===== config.mk =====
export PLATFORM = sky130hd
export DESIGN_NAME = mask_step_seq
export DESIGN_NICKNAME = d
export VERILOG_FILES = /design/src/rtl/seq_pkg.sv /design/src/rtl/seq_rise.sv /design/src/rtl/seq_table.sv /design/src/rtl/seq_posctl.sv /design/src/rtl/mask_step_seq.sv
export SDC_FILE = /design/constraint.sdc
export NUM_CORES = 1
export LEC_CHECK = 0
export BUFFER_PORTS_ARGS = -buffer_cell sky130_fd_sc_hd__buf_2
export CAP_MARGIN = 20
export CORE_MARGIN = 2
export CORE_UTILIZATION = 45
export DETAILED_ROUTE_END_ITERATION = 10
export PLACE_DENSITY = 0.74
export SYNTH_ARGS = -nofsm -noshare
export SYNTH_HDL_FRONTEND = slang
export SYNTH_SLANG_ARGS = --single-unit

===== constraint.sdc =====
create_clock -name clk -period 4.8 [get_ports clk]
set_input_delay 0.96 -clock clk [delete_from_list [all_inputs] [get_ports clk]]
set_output_delay 0.96 -clock clk [all_outputs]
set_load 0.05 [all_outputs]

===== src/rtl/seq_pkg.sv =====
// Shared types for the masked output sequencer.
// Assumes: nothing beyond IEEE 1800-2017.
package seq_pkg;
    // Kind of table step taken in a cycle
    typedef enum logic [1:0] {
        EV_NONE  = 2'd0,
        EV_FIRST = 2'd1,
        EV_STEP  = 2'd2,
        EV_LOAD  = 2'd3
    } seq_ev_e;
endpackage


===== src/rtl/seq_rise.sv =====
// Rising-edge detector for N independent level inputs.
// Assumes: inputs are synchronous to clk; the previous level is 0 after reset.
module seq_rise #(
    parameter int N = 2
) (
    input  logic         clk,
    input  logic         rst_n,
    input  logic [N-1:0] lvl_i,
    output logic [N-1:0] rise_o
);
    logic [N-1:0] prev_q;

    // Remember last sampled level of every input
    always_ff @(posedge clk) begin
        if (!rst_n) prev_q <= '0;
        else        prev_q <= lvl_i;
    end

    assign rise_o = lvl_i & ~prev_q;


    single_rise_chk: assert property (@(posedge clk) disable iff (!rst_n)
        (rise_o != '0) |=> ((rise_o & $past(rise_o)) == '0));
endmodule


===== src/rtl/seq_table.sv =====
// Word table with one write port and two combinational read ports.
// Assumes: DEPTH equals 2**AW so every address is in range; not reset.
module seq_table #(
    parameter int W     = 16,
    parameter int DEPTH = 16,
    parameter int AW    = $clog2(DEPTH)
) (
    input  logic          clk,
    input  logic          we_i,
    input  logic [AW-1:0] wa_i,
    input  logic [W-1:0]  wd_i,
    input  logic [AW-1:0] ra0_i,
    output logic [W-1:0]  rd0_o,
    input  logic [AW-1:0] ra1_i,
    output logic [W-1:0]  rd1_o
);
    logic [W-1:0] mem [DEPTH];

    // Store one word per clock; new value readable from the next cycle
    always_ff @(posedge clk) begin
        if (we_i) mem[wa_i] <= wd_i;
    end

    assign rd0_o = mem[ra0_i];
    assign rd1_o = mem[ra1_i];


    write_land_chk: assert property (@(posedge clk)
        we_i |=> (mem[$past(wa_i)] == $past(wd_i)));
endmodule


===== src/rtl/seq_posctl.sv =====
// Position controller: chooses the event of the cycle and moves the pointer.
// Assumes: rises are single-cycle pulses from seq_rise; advance beats load.
module seq_posctl
    import seq_pkg::*;
#(
    parameter int AW = 4
) (
    input  logic          clk,
    input  logic          rst_n,
    input  logic          adv_rise_i,
    input  logic          ld_rise_i,
    input  logic [AW-1:0] len_i,
    output logic [AW-1:0] pos_o,
    output logic [AW-1:0] tgt_o,
    output seq_ev_e       ev_o
);
    logic [AW-1:0] pos_q;
    logic          first_q;
    logic [AW-1:0] step_tgt;

    // Next position of a normal step, wrapping back to entry 1
    always_comb begin
        if (pos_q >= len_i) step_tgt = AW'(1);
        else                step_tgt = pos_q + AW'(1);
    end

    // Pick this cycle's event; advance wins over load
    always_comb begin
        if (!rst_n)                     ev_o = EV_NONE;
        else if (adv_rise_i && first_q) ev_o = EV_FIRST;
        else if (adv_rise_i)            ev_o = EV_STEP;
        else if (ld_rise_i)             ev_o = EV_LOAD;
        else                            ev_o = EV_NONE;
    end

    assign tgt_o = (ev_o == EV_FIRST) ? '0 : step_tgt;

    // Pointer and first-activation flag
    always_ff @(posedge clk) begin
        if (!rst_n) begin
            pos_q   <= '0;
            first_q <= 1'b1;
        end else begin
            first_q <= 1'b0;
            if (ev_o == EV_STEP || ev_o == EV_LOAD) pos_q <= step_tgt;
        end
    end

    assign pos_o = pos_q;


    wrap_to_one_chk: assert property (@(posedge clk) disable iff (!rst_n)
        ((ev_o == EV_STEP || ev_o == EV_LOAD) && pos_q >= len_i) |=> (pos_q == AW'(1)));

    step_up_chk: assert property (@(posedge clk) disable iff (!rst_n)
        ((ev_o == EV_STEP || ev_o == EV_LOAD) && pos_q < len_i) |=> (pos_q == $past(pos_q) + AW'(1)));

    first_once_chk: assert property (@(posedge clk) disable iff (!rst_n)
        first_q |=> !first_q);

    first_stay_chk: assert property (@(posedge clk) disable iff (!rst_n)
        (ev_o == EV_FIRST) |=> (pos_q == '0));
endmodule


===== src/rtl/mask_step_seq.sv =====
// Masked output sequencer top: edge detect, pointer, table, masked output, compare.
// Assumes: DEPTH is a power of two; all inputs synchronous to clk.
module mask_step_seq
    import seq_pkg::*;
#(
    parameter int W     = 16,
    parameter int DEPTH = 16,
    localparam int AW   = $clog2(DEPTH)
) (
    input  logic          clk,
    input  logic          rst_n,
    input  logic          adv_i,
    input  logic [AW-1:0] len_i,
    input  logic [W-1:0]  mask_i,
    input  logic          ld_i,
    input  logic [W-1:0]  ld_data_i,
    input  logic          wr_en_i,
    input  logic [AW-1:0] wr_addr_i,
    input  logic [W-1:0]  wr_data_i,
    input  logic [W-1:0]  cmp_data_i,
    input  logic [W-1:0]  cmp_mask_i,
    output logic [W-1:0]  out_o,
    output logic [AW-1:0] pos_o,
    output logic          match_o
);
    logic [1:0]    rise;
    seq_ev_e       ev;
    logic [AW-1:0] tgt;
    logic [AW-1:0] pos;
    logic          tw_en;
    logic [AW-1:0] tw_addr;
    logic [W-1:0]  tw_data;
    logic [W-1:0]  step_word;
    logic [W-1:0]  cur_word;
    logic [W-1:0]  out_q;

    seq_rise #(.N(2)) u_rise (
        .clk    (clk),
        .rst_n  (rst_n),
        .lvl_i  ({ld_i, adv_i}),
        .rise_o (rise)
    );

    seq_posctl #(.AW(AW)) u_pos (
        .clk        (clk),
        .rst_n      (rst_n),
        .adv_rise_i (rise[0]),
        .ld_rise_i  (rise[1]),
        .len_i      (len_i),
        .pos_o      (pos),
        .tgt_o      (tgt),
        .ev_o       (ev)
    );

    // Share the single table write port; a load takes precedence
    always_comb begin
        if (ev == EV_LOAD) begin
            tw_en   = 1'b1;
            tw_addr = tgt;
            tw_data = ld_data_i;
        end else begin
            tw_en   = wr_en_i;
            tw_addr = wr_addr_i;
            tw_data = wr_data_i;
        end
    end

    seq_table #(.W(W), .DEPTH(DEPTH), .AW(AW)) u_tab (
        .clk   (clk),
        .we_i  (tw_en),
        .wa_i  (tw_addr),
        .wd_i  (tw_data),
        .ra0_i (tgt),
        .rd0_o (step_word),
        .ra1_i (pos),
        .rd1_o (cur_word)
    );

    // Merge the stepped-to entry into the output under the mask
    always_ff @(posedge clk) begin
        if (!rst_n)
            out_q <= '0;
        else if (ev == EV_FIRST || ev == EV_STEP)
            out_q <= (out_q & ~mask_i) | (step_word & mask_i);
    end

    assign out_o   = out_q;
    assign pos_o   = pos;
    assign match_o = (((cmp_data_i ^ cur_word) & cmp_mask_i) == '0);


    reset_clear_chk: assert property (@(posedge clk)
        !rst_n |=> (out_q == '0 && pos == '0));

    unmasked_hold_chk: assert property (@(posedge clk) disable iff (!rst_n)
        (ev == EV_FIRST || ev == EV_STEP) |=> (((out_q ^ $past(out_q)) & ~$past(mask_i)) == '0));

    idle_hold_chk: assert property (@(posedge clk) disable iff (!rst_n)
        (ev == EV_NONE || ev == EV_LOAD) |=> $stable(out_q));
endmodule


==> results.md, run 1 <==
| Quantity | Reported | Unit |
| --- | --- | --- |
| Post-Place Setup Slack | 0.620 | ns |
| Commonest non-fill, non-tap cell in the layout | edfxtp_1 | - |
| # H-tree levels | 1 | - |
| Final period utilization | 96.9 | % |
| Setup violations, final | 0 | - |
| Placed cell area | 15400 | sq um |
| Number of antenna-violating nets in the routed design | 0 | - |
| Number of CTS-inserted buffers | 30 | - |
| Total leakage power | 5.88 | nW |
| Congestion Overflow GR | 0 | - |
| Post-synth EDFFs | 256 | - |
| Final Slew Violations | 0 | - |
| Maximum fanout count along the critical path | 27 | - |
| Die ar. | 32600 | sq um |
| Register bit total from synthesis | 283 | - |
| Startpoint kind of the worst setup timing path | flop | - |
| Hpwl dp | 27800 | um |
| Most used flip-flop cell after synthesis | edfxtp_1 | - |
| Hold Vio Cnt, Final | 0 | - |
| Final worst slack | 0.148 | ns |
| Die boundary width | 181 | um |
| Clock transition at the register clock pins on the worst setup and hold paths after CTS | 0.06 | ns |
| Via count | 9978 | - |
| Post-Synthesis Cells | 964 | - |
| Starting density of the core | 45.7 | % |
| Share of synthesized registers carrying an async set or reset | 0 | % |
| Total power density per cell area | 364 | nW/um^2 |
| Final TNS setup | 0 | ns |
| Worst reg-to-reg setup slack | 1.35 | ns |
| Wire length of the first global-routing pass | 62500 | um |
| Worst IR Drop VDD | 0.000297 | V |
| Site Rows | 64 | - |
| Fin util | 53.9 | % |
| Final non-filler cell area | 16500 | sq um |
| Number of placed instances, taps included | 1471 | - |
| Proportion of layout cells with a drive suffix above 1 | 32.5 | % |
| Detailed-router iteration count before antenna repair | 7 | - |
| Area of the placeable core | 30700 | sq um |
| Port bufs | 113 | - |
| Net Count, Synth | 1065 | - |
| Post-synth cell types | 51 | - |
| TritonCTS clock tree | done | - |
| Number of buffers added to fix hold violations after cts | 0 | - |
| Critical Path RT | 3.84 | ns |
| Post-route DRC violation count | 0 | - |
| Setup repair after global routing missed its margin | false | - |
| Number of global-route vias before repair | 10200 | - |
| Highest-count cells in the layout ignoring fill and taps | 256 x edfxtp_1, 113 x buf_2, 78 x mux2i_1 | - |
| Max frequency | 0.215 | GHz |
| Top Ports | 114 | - |
| Routed wire per std cell | 27.3 | um |
| 1st-iter DRT viols | 1573 | - |
| Area leader, netlist | edfxtp_1 | - |
| Finished Layout Cells | 1535 | - |
| Skew-Pair Late Insertion Delay | 0.57 | ns |
| Max-Cap Viols | 0 | - |
| Via count normalized by instance count | 6.50 | - |
| Count of warnings emitted by yosys | 0 | - |
| Diodes inserted | 0 | - |
| Post-layout net count | 1218 | - |
| Transition time at the pin with the least slew margin | 1.02 | ns |
| Avg Inst Size Synth | 14.5 | sq um |
| Cell area after technology mapping | 14000 | sq um |
| Area fraction of the dominant cell type after synthesis | 54.8 | % |
| Pin count of the biggest net entering global routing | 49 | - |
| Status | finished, final reports clean | - |
| Worst Clk Skew | 0.0171 | ns |
| Min-Delay Path Class | reg -> reg | - |
| Leading post-synthesis cells by cell area | edfxtp_1 55%, mux4_2 8.2%, mux2i_1 5.6%, dfxtp_1 3.9%, mux4_1 2.4% | - |
| Initial antenna violation count | 0 | - |
| Slew margin rel. | 31.9 | % |
| Setup crit end kind | output pin | - |
| Final min period | 4.65 | ns |
| Part of the Yosys area used for sequential elements | 58.7 | % |
| GRT Total Usage | 25.4 | % |
| Final RePlAce weighted congestion | 0.898 | - |
| Crit path kind | reg -> out | - |
| Area growth from synthesis to layout | 17.8 | % |
| Maximum clock insertion buffer count | 3 | - |
| Height of the die | 181 | um |
| Sink count of the clock tree | 283 | - |
| Data arrival, critical path | 3.69 | ns |
| Total wire length after detailed routing | 41800 | um |
| Cell at the root of the clock tree | clkbuf_16 | - |
report_power, final:
| group | leakage (nW) | internal [mW] | switching, mW |
|---|---|---|---|
| logic | 2.83 | 0.282 | 0.481 |
| registers | 2.54 | 2.74 | 0.0292 |
| clock network | 0.507 | 1.51 | 0.968 |
| total | 5.88 | 4.54 | 1.48 |
layer usage:
layer	routed length (um)	vias to the layer above	GRT usage, %
met5	0	-	0
li1	-	4211	-
met1	15500	4948	33.4
met4	1690	0	9.16
met2	19900	687	41.8
met3	4800	132	5.56
worst paths after layout:
| kind | from | to | cells past startpoint |
|---|---|---|---|
| setup / recovery | flop | match_o | 9 |
| hold reg to reg | flop | flop | 2 |
| hold / removal | flop | flop | 2 |
| setup reg to reg | u_pos.pos_o[0] | flop | 10 |
cell usage after synthesis (all sizes together), types with 10 or more instances:
master and instances:
nand2 26, o21ai 53, a211o 16, buf 24, mux4 64, mux2i 78, a221o 26, a21oi 29
or2 32, a221oi 28, dfxtp 27, clkbuf 44, edfxtp 256, nor2b 24, a211oi 12, mux2 24
nor3 15, a22o 10, inv 16, nor2 46, a31oi 23, xnor2 22
kinds of logic (layout without fill, tap and decap cells):
kind of cell | count (synthesis) | in the layout | share of synthesized area [%]
xor+xnor | 26 | 26 | 1.62
compound gates | 224 | 224 | 11.7
fa+ha+maj | 8 | 8 | 0.714
buf+inv | 84 | 259 | 2.79
mux | 166 | 166 | 18.1
flops | 283 | 283 | 58.7
simple gates | 173 | 173 | 6.38
sequential cells by signal, indices dropped and copies added (netlist names), named ones only:
register and cells:
u_pos.first_q 1, u_pos.pos_o 4, u_tab.mem 256, u_rise.prev_q 2
per-stage QoR:
| stage | total power [mW] | hold slack [ns] |
|---|---|---|
| 2_1_floorplan | 3.29 | 0.677 |
| 3_3_place_gp | 3.56 | 0.528 |
| 3_5_place_dp | 3.57 | 0.529 |
| 4_1_cts | 6.02 | 0.543 |
| 5_1_grt | 6.17 | 0.568 |
| 6_report | 6.02 | 0.542 |
repair_timing:
item / 4_1_cts / 5_1_grt
endpoints found under the setup margin: 0 / 1
gates resized for setup: 0 / 1
buffers inserted: 0 / 10
area by class of cell:
class,instances,area [sq um]
Clock buffer,33,762
Sequential cell,283,8230
Clock inverter,21,293
Multi-Input combinational cell,597,5460
Timing Repair Buffer,189,1220
Inverter,16,60.1
Tap cell,396,495
Fill cell,2444,14100
worst max-delay path, cell delays in order, from the launching register on:
cell       delay [ns]
dfxtp_2          0.70
buf_4            0.49
mux4_2           0.39
mux2i_1          0.22
xnor2_1          0.09
a22oi_1          0.26
nor2_1           0.13
a2111oi_2        0.34
and4_1           0.21
buf_2            0.26
(Power assumes the default switching activity.)
==> inputs of run 2 (changes only) <==
Settings changed: BUFFER_PORTS_ARGS -buffer_cell sky130_fd_sc_hd__buf_2 to default, CORE_UTILIZATION 45 to 35, DONT_BUFFER_PORTS from default to 1, PLACE_DENSITY 0.74 to 0.6.
==> run 2 against run 1 <==
Net effect: die area rose by 28%; critical path type unchanged; worst hold slack got worse by 0.010 ns; via count decreased by 5.0%; critical path depth stayed put; largest power group unchanged; setup slack worse by 0.11 ns; register-to-register slack lost 0.22 ns; critical endpoint unchanged; count of clock-buffer cells in the layout rose by 13; sequential power increased by 2%; clock power fell by 4%; non-clock buffer count down 106; clock skew shrank 0.0071 ns; wire length increased by 9.3%.
==> results.md, run 2 (synthesis gave the netlist of run 1 again) <==
| Quantity | Reported | Unit |
| --- | --- | --- |
| Status | finished, final reports clean | - |
| Post-route DRC violation count | 0 | - |
| Max-Cap Viols | 0 | - |
| Worst slack on hold paths | 0.531 | ns |
| Slew margin rel. | 32.4 | % |
| Clock power frac | 40.4 | % |
| 1st-iter DRT viols | 1035 | - |
| Maximum fanout count along the critical path | 16 | - |
| Routed wire per std cell | 29.3 | um |
| Total power density per cell area | 364 | nW/um^2 |
| Top Ports | 114 | - |
| Via count normalized by instance count | 6.07 | - |
| Detailed-router iteration count before antenna repair | 5 | - |
| Net switching power figure | 1.45 | mW |
| Internal power | 4.42 | mW |
| Proportion of layout cells with a drive suffix above 1 | 26.0 | % |
| Flip-flop count of the largest register, all copies and words added | 256 | - |
| Cell-by-cell listing of the critical path | buf_12 -> mux4_2 -> nor2b_1 -> a211oi_1 -> a21oi_1 -> xor2_1 -> a222oi_1 -> and4_4 -> buf_12 | - |
| Initial antenna violation count | 3 | - |
| # H-tree levels | 1 | - |
| Setup repair after global routing missed its margin | false | - |
| Final non-filler cell area | 16100 | sq um |
| Seq pwr share | 48.1 | % |
| Via count | 9475 | - |
| Critical Path RT | 3.84 | ns |
| Pin count of the biggest net entering global routing | 36 | - |
| Startpoint kind of the worst setup timing path | flop | - |
| Clock transition at the register clock pins on the worst setup and hold paths after CTS | 0.06 | ns |
| Total power | 5.86 | mW |
| Number of CTS-inserted buffers | 31 | - |
| Die boundary width | 204 | um |
| Final RePlAce weighted congestion | 0.852 | - |
| Crit path kind | reg -> out | - |
| Min-Delay Path Class | in -> reg | - |
| Skew-Pair Late Insertion Delay | 0.56 | ns |
| Die ar. | 41700 | sq um |
| Transition time at the pin with the least slew margin | 1.01 | ns |
| Area of the placeable core | 39600 | sq um |
| Highest-count cells in the layout ignoring fill and taps | 256 x edfxtp_1, 79 x buf_4, 77 x mux2i_1 | - |
| Number of antenna-violating nets in the routed design | 0 | - |
| Congestion Overflow GR | 0 | - |
| Data arrival, critical path | 3.81 | ns |
| Final period utilization | 99.3 | % |
| Final Slew Violations | 0 | - |
| GRT Total Usage | 21.6 | % |
| Height of the die | 204 | um |
| Setup crit end kind | output pin | - |
| Layout filler cell count | 3658 | - |
| Critical Path Most Common Cell | buf_12 | - |
| Area growth from synthesis to layout | 14.9 | % |
| TritonCTS clock tree | done | - |
| Worst IR Drop VDD | 0.000267 | V |
| Total leakage power | 5.41 | nW |
| Site Rows | 73 | - |
| Register containing the most flip-flops in the final layout | u_tab.mem | - |
| Final TNS setup | 0 | ns |
| Switching part of the total power | 24.7 | % |
| Hold Vio Cnt, Final | 0 | - |
| Setup violations, final | 0 | - |
| Wire length of the first global-routing pass | 65000 | um |
| Number of global-route vias before repair | 9413 | - |
| Sink count of the clock tree | 283 | - |
| Fin util | 40.7 | % |
| Commonest non-fill, non-tap cell in the layout | edfxtp_1 | - |
| Post-layout net count | 1113 | - |
| Portion of total power attributed to combinational logic | 11.4 | % |
| Cell at the root of the clock tree | clkbuf_16 | - |
| Total wire length after detailed routing | 45700 | um |
| Placed cell area | 15000 | sq um |
| Maximum clock insertion buffer count | 3 | - |
| Port bufs | 0 | - |
| Worst Clk Skew | 0.00996 | ns |
| Starting density of the core | 35.4 | % |
| Final min period | 4.77 | ns |
| Critical Path Max Stage Delay | 0.79 | ns |
| Worst path slowest cell | a222oi_1 | - |
| Hpwl dp | 30200 | um |
| Max frequency | 0.210 | GHz |
run 2: worst max-delay path, delay by kind of cell, from the launching register on:
family | cells | cell delay [ns]
compound gates | 3 | 1.12
simple gates | 2 | 0.57
buf+inv | 2 | 0.37
mux | 1 | 0.50
xor+xnor | 1 | 0.22
flops | 1 | 0.46
run 2: path summary, 6_finish.rpt:
path / startpoint / end / slack [ns] / cells past startpoint
max: flop / match_o / 0.03 / 9
min: adv_i / u_rise.prev_q[0] / 0.53 / 1
max reg2reg: u_pos.pos_o[3] / flop / 1.13 / 10
min reg2reg: u_tab.mem[1][15] / flop / 0.77 / 3
run 2: final cells by class:
type	instances	area [sq um]	share of cell area [%]
Antenna cell	1	2.50	0.0155
Clock buffer	46	882	5.47
Clock inverter	11	130	0.807
Inverter	16	60.1	0.373
Multi-Input combinational cell	597	5490	34.1
Sequential cell	283	8240	51.1
Tap cell	525	657	4.08
Timing Repair Buffer	83	659	4.09
run 2: power groups by stage:
| stage | sequential (mW) | clock (mW) | combinational (mW) |
|---|---|---|---|
| floorplan | 2.86 | 0 | 0.429 |
| global placement | 2.88 | 0 | 0.644 |
| detailed placement | 2.88 | 0 | 0.649 |
| CTS | 2.82 | 2.39 | 0.658 |
| global route | 2.83 | 2.50 | 0.707 |
| finish | 2.82 | 2.37 | 0.671 |
run 2: metrics by stage:
stage	cells	setup WS, ns
detailed placement	1495	0.337
global placement	1495	0.258
CTS	1553	0.0160
global route	1561	0.0126
floorplan	964	0.724
finish	1562	0.0348
run 2: timing repair:
action / in CTS / in global routing
hold endpoints to repair: 0 / 0
setup endpoints to repair: 1 / 1
hold buffers: 0 / 0
pin swaps: 1 / 3
buffers inserted: 1 / 8
resized for setup: 5 / 1
run 2: metal layers:
metal	global-route usage [%]	part of all wire, %	up-vias
li1	-	-	4013
met1	28.9	40	4843
met2	34.7	47	534
met3	5.72	11	81
met4	6.19	2.7	4
met5	0	0.044	-
==> inputs of run 3 (changes only) <==
Settings changed: CELL_PAD_IN_SITES_DETAIL_PLACEMENT from default to 1, CELL_PAD_IN_SITES_GLOBAL_PLACEMENT from default to 2, PLACE_DENSITY 0.6 to 0.74.
==> run 3 against run 2 <==
Net effect: die area stayed put; highest routed layer is now met4; worst hold slack worse by 0.026 ns; critical path depth stayed put; clock power is 5% higher; critical path type unchanged; critical endpoint unchanged; largest power group unchanged; cell count is 0.64% lower; non-clock buffer count is 11 lower; fmax is 3.0% higher; setup slack better by 0.14 ns; sequential power hardly changed; clock skew is 0.0045 ns higher; core utilization hardly changed.
==> results.md, run 3 (synthesis gave the netlist of run 1 again) <==
| Quantity | Reported | Unit |
| --- | --- | --- |
| Cell-by-cell listing of the critical path | buf_12 -> mux4_2 -> a22o_1 -> a221oi_2 -> xnor2_1 -> a22o_1 -> a221oi_1 -> and4_1 -> buf_4 | - |
| Hpwl dp | 31200 | um |
| Maximum clock insertion buffer count | 3 | - |
| Wire length of the first global-routing pass | 68700 | um |
| Transition time at the pin with the least slew margin | 0.998 | ns |
| Number of global-route vias before repair | 9807 | - |
| Status | finished, final reports clean | - |
| # H-tree levels | 1 | - |
| Worst slack on hold paths | 0.506 | ns |
| Final TNS setup | 0 | ns |
| Final Slew Violations | 0 | - |
| Number of buffers added to fix hold violations after cts | 0 | - |
| Via count | 9400 | - |
| Max-Cap Viols | 0 | - |
| 1st-iter DRT viols | 772 | - |
| Worst path slowest cell | dfxtp_2 | - |
| Number of CTS-inserted buffers | 31 | - |
| Site Rows | 73 | - |
| Setup violations, final | 0 | - |
| Skew-Pair Late Insertion Delay | 0.58 | ns |
| Slew margin rel. | 33.5 | % |
| Final RePlAce weighted congestion | 0.800 | - |
| Number of buffers and inverters on the critical path | 2 | - |
| Number of antenna-violating nets in the routed design | 0 | - |
| Die ar. | 41700 | sq um |
| Kind of cell adding the most delay to the critical path | compound AO/OA/AOI/OAI gates | - |
| Total power density per cell area | 371 | nW/um^2 |
| Detailed-router iteration count before antenna repair | 5 | - |
| Final min period | 4.63 | ns |
| Worst IR Drop VDD | 0.000421 | V |
| Layout filler cell count | 3988 | - |
| Flip-flop count of the largest register, all copies and words added | 256 | - |
| Total leakage power | 5.39 | nW |
| Max frequency | 0.216 | GHz |
| Height of the die | 204 | um |
| Congestion Overflow GR | 0 | - |
| Critical Path RT | 3.84 | ns |
| TritonCTS clock tree | done | - |
| Min-Delay Path Class | in -> reg | - |
| Register containing the most flip-flops in the final layout | u_tab.mem | - |
| Setup repair after global routing missed its margin | false | - |
| Critical Path Max Stage Delay | 0.87 | ns |
| Cell at the root of the clock tree | clkbuf_16 | - |
| Sink count of the clock tree | 283 | - |
| Worst Clk Skew | 0.0144 | ns |
| Top Ports | 114 | - |
| Commonest non-fill, non-tap cell in the layout | edfxtp_1 | - |
| Total wire length after detailed routing | 48400 | um |
| Post-route DRC violation count | 0 | - |
| Initial antenna violation count | 1 | - |
| Die boundary width | 204 | um |
| Proportion of layout cells with a drive suffix above 1 | 25.0 | % |
| Critical Path Most Common Cell | a22o_1 | - |
| Final period utilization | 96.4 | % |
| Setup crit end kind | output pin | - |
| Pin count of the biggest net entering global routing | 49 | - |
| Via count normalized by instance count | 6.06 | - |
| Data arrival, critical path | 3.67 | ns |
| Highest-count cells in the layout ignoring fill and taps | 256 x edfxtp_1, 78 x mux2i_1, 64 x buf_4 | - |
| Area growth from synthesis to layout | 15.0 | % |
| Starting density of the core | 35.4 | % |
| Worst hold stages | 1 | - |
| Area occupied by multi-input gates | 5480 | sq um |
| Post-layout net count | 1102 | - |
| Port bufs | 0 | - |
| Crit path kind | reg -> out | - |
| Startpoint kind of the worst setup timing path | flop | - |
| Cells on worst reg2reg path | 9 | - |
| Hold Vio Cnt, Final | 0 | - |
| Routed wire per std cell | 31.2 | um |
| GRT Total Usage | 23.1 | % |
| Area of the placeable core | 39600 | sq um |
| Number of cells on the critical path | 9 | - |
| Maximum fanout count along the critical path | 23 | - |
| Clock transition at the register clock pins on the worst setup and hold paths after CTS | 0.06 | ns |
| FF/Latch Area | 8230 | sq um |
==> run 3: cell count changes in the layout (fill, tap and decap cells not counted), moves of 2 or more <==
cell	delta
bufinv_16	+3
buf_4	-15
clkbuf_1	-3
clkinv_2	+3
clkbuf_8	-5
buf_12	+6
clkinv_1	+2
==> run 3: metrics by stage <==
| stage | worst slack (ns) | instances | util (%) | power, mW | instance area, sq um |
|---|---|---|---|---|---|
| detailed placement | 0.733 | 1483 | 37.8 | 3.54 | 15000 |
| global route | 0.0608 | 1552 | 40.7 | 6.16 | 16100 |
| floorplan | 0.724 | 964 | - | 3.29 | 14000 |
| CTS | 0.114 | 1541 | 40.5 | 6.02 | 16000 |
| finish | 0.173 | 1552 | 40.7 | 5.99 | 16100 |
| global placement | 0.715 | 1483 | 37.8 | 3.53 | 15000 |
==> run 3: area by class of cell <==
| type | count | share of cell area, % |
|---|---|---|
| flip-flops and latches | 283 | 51.1 |
| clock inverters | 20 | 1.56 |
| inverters | 16 | 0.372 |
| clock buffers | 38 | 4.97 |
| repair buffers | 72 | 3.97 |
| well taps | 525 | 4.07 |
| diodes | 1 | 0.0155 |
| multi-input cells | 597 | 34.0 |
==> run 3: final timing paths <==
kind,from,to,slack [ns]
hold / removal,ld_i,u_rise.prev_q[1],0.51
setup reg to reg,u_pos.pos_o[0],u_tab.mem[5][1],1.10
setup / recovery,flop,match_o,0.17
hold reg to reg,u_tab.mem[9][12],flop,0.73
==> run 3: timing repair <==
action,CTS,global route
buffers inserted,0,10
gates resized for setup,0,0
setup endpoints to repair,0,1
==> run 3: report_power, final <==
group / switching (mW) / leakage, nW / internal (mW)
Clock: 0.989 / 0.509 / 1.50
Combinational: 0.420 / 2.35 / 0.249
Sequential: 0.0837 / 2.54 / 2.74
Total: 1.49 / 5.39 / 4.50
==> run 3: worst reg2reg max path, cell delays in order, from the launching register on <==
cell,delay (ns)
dfxtp_2,0.58
inv_1,0.15
ha_1,0.28
nand2b_1,0.16
a21oi_1,0.30
o21ai_1,0.30
or3_1,0.53
a31oi_1,0.62
nor2_2,0.18
buf_4,0.31
==> run 3: layer usage <==
layer	track usage [%]	share of wire (%)	wire, um
met1	29.7	41	19700
met2	38.3	48	23200
met3	5.45	7.6	3680
met4	7.92	3.6	1760
met5	0	0	0
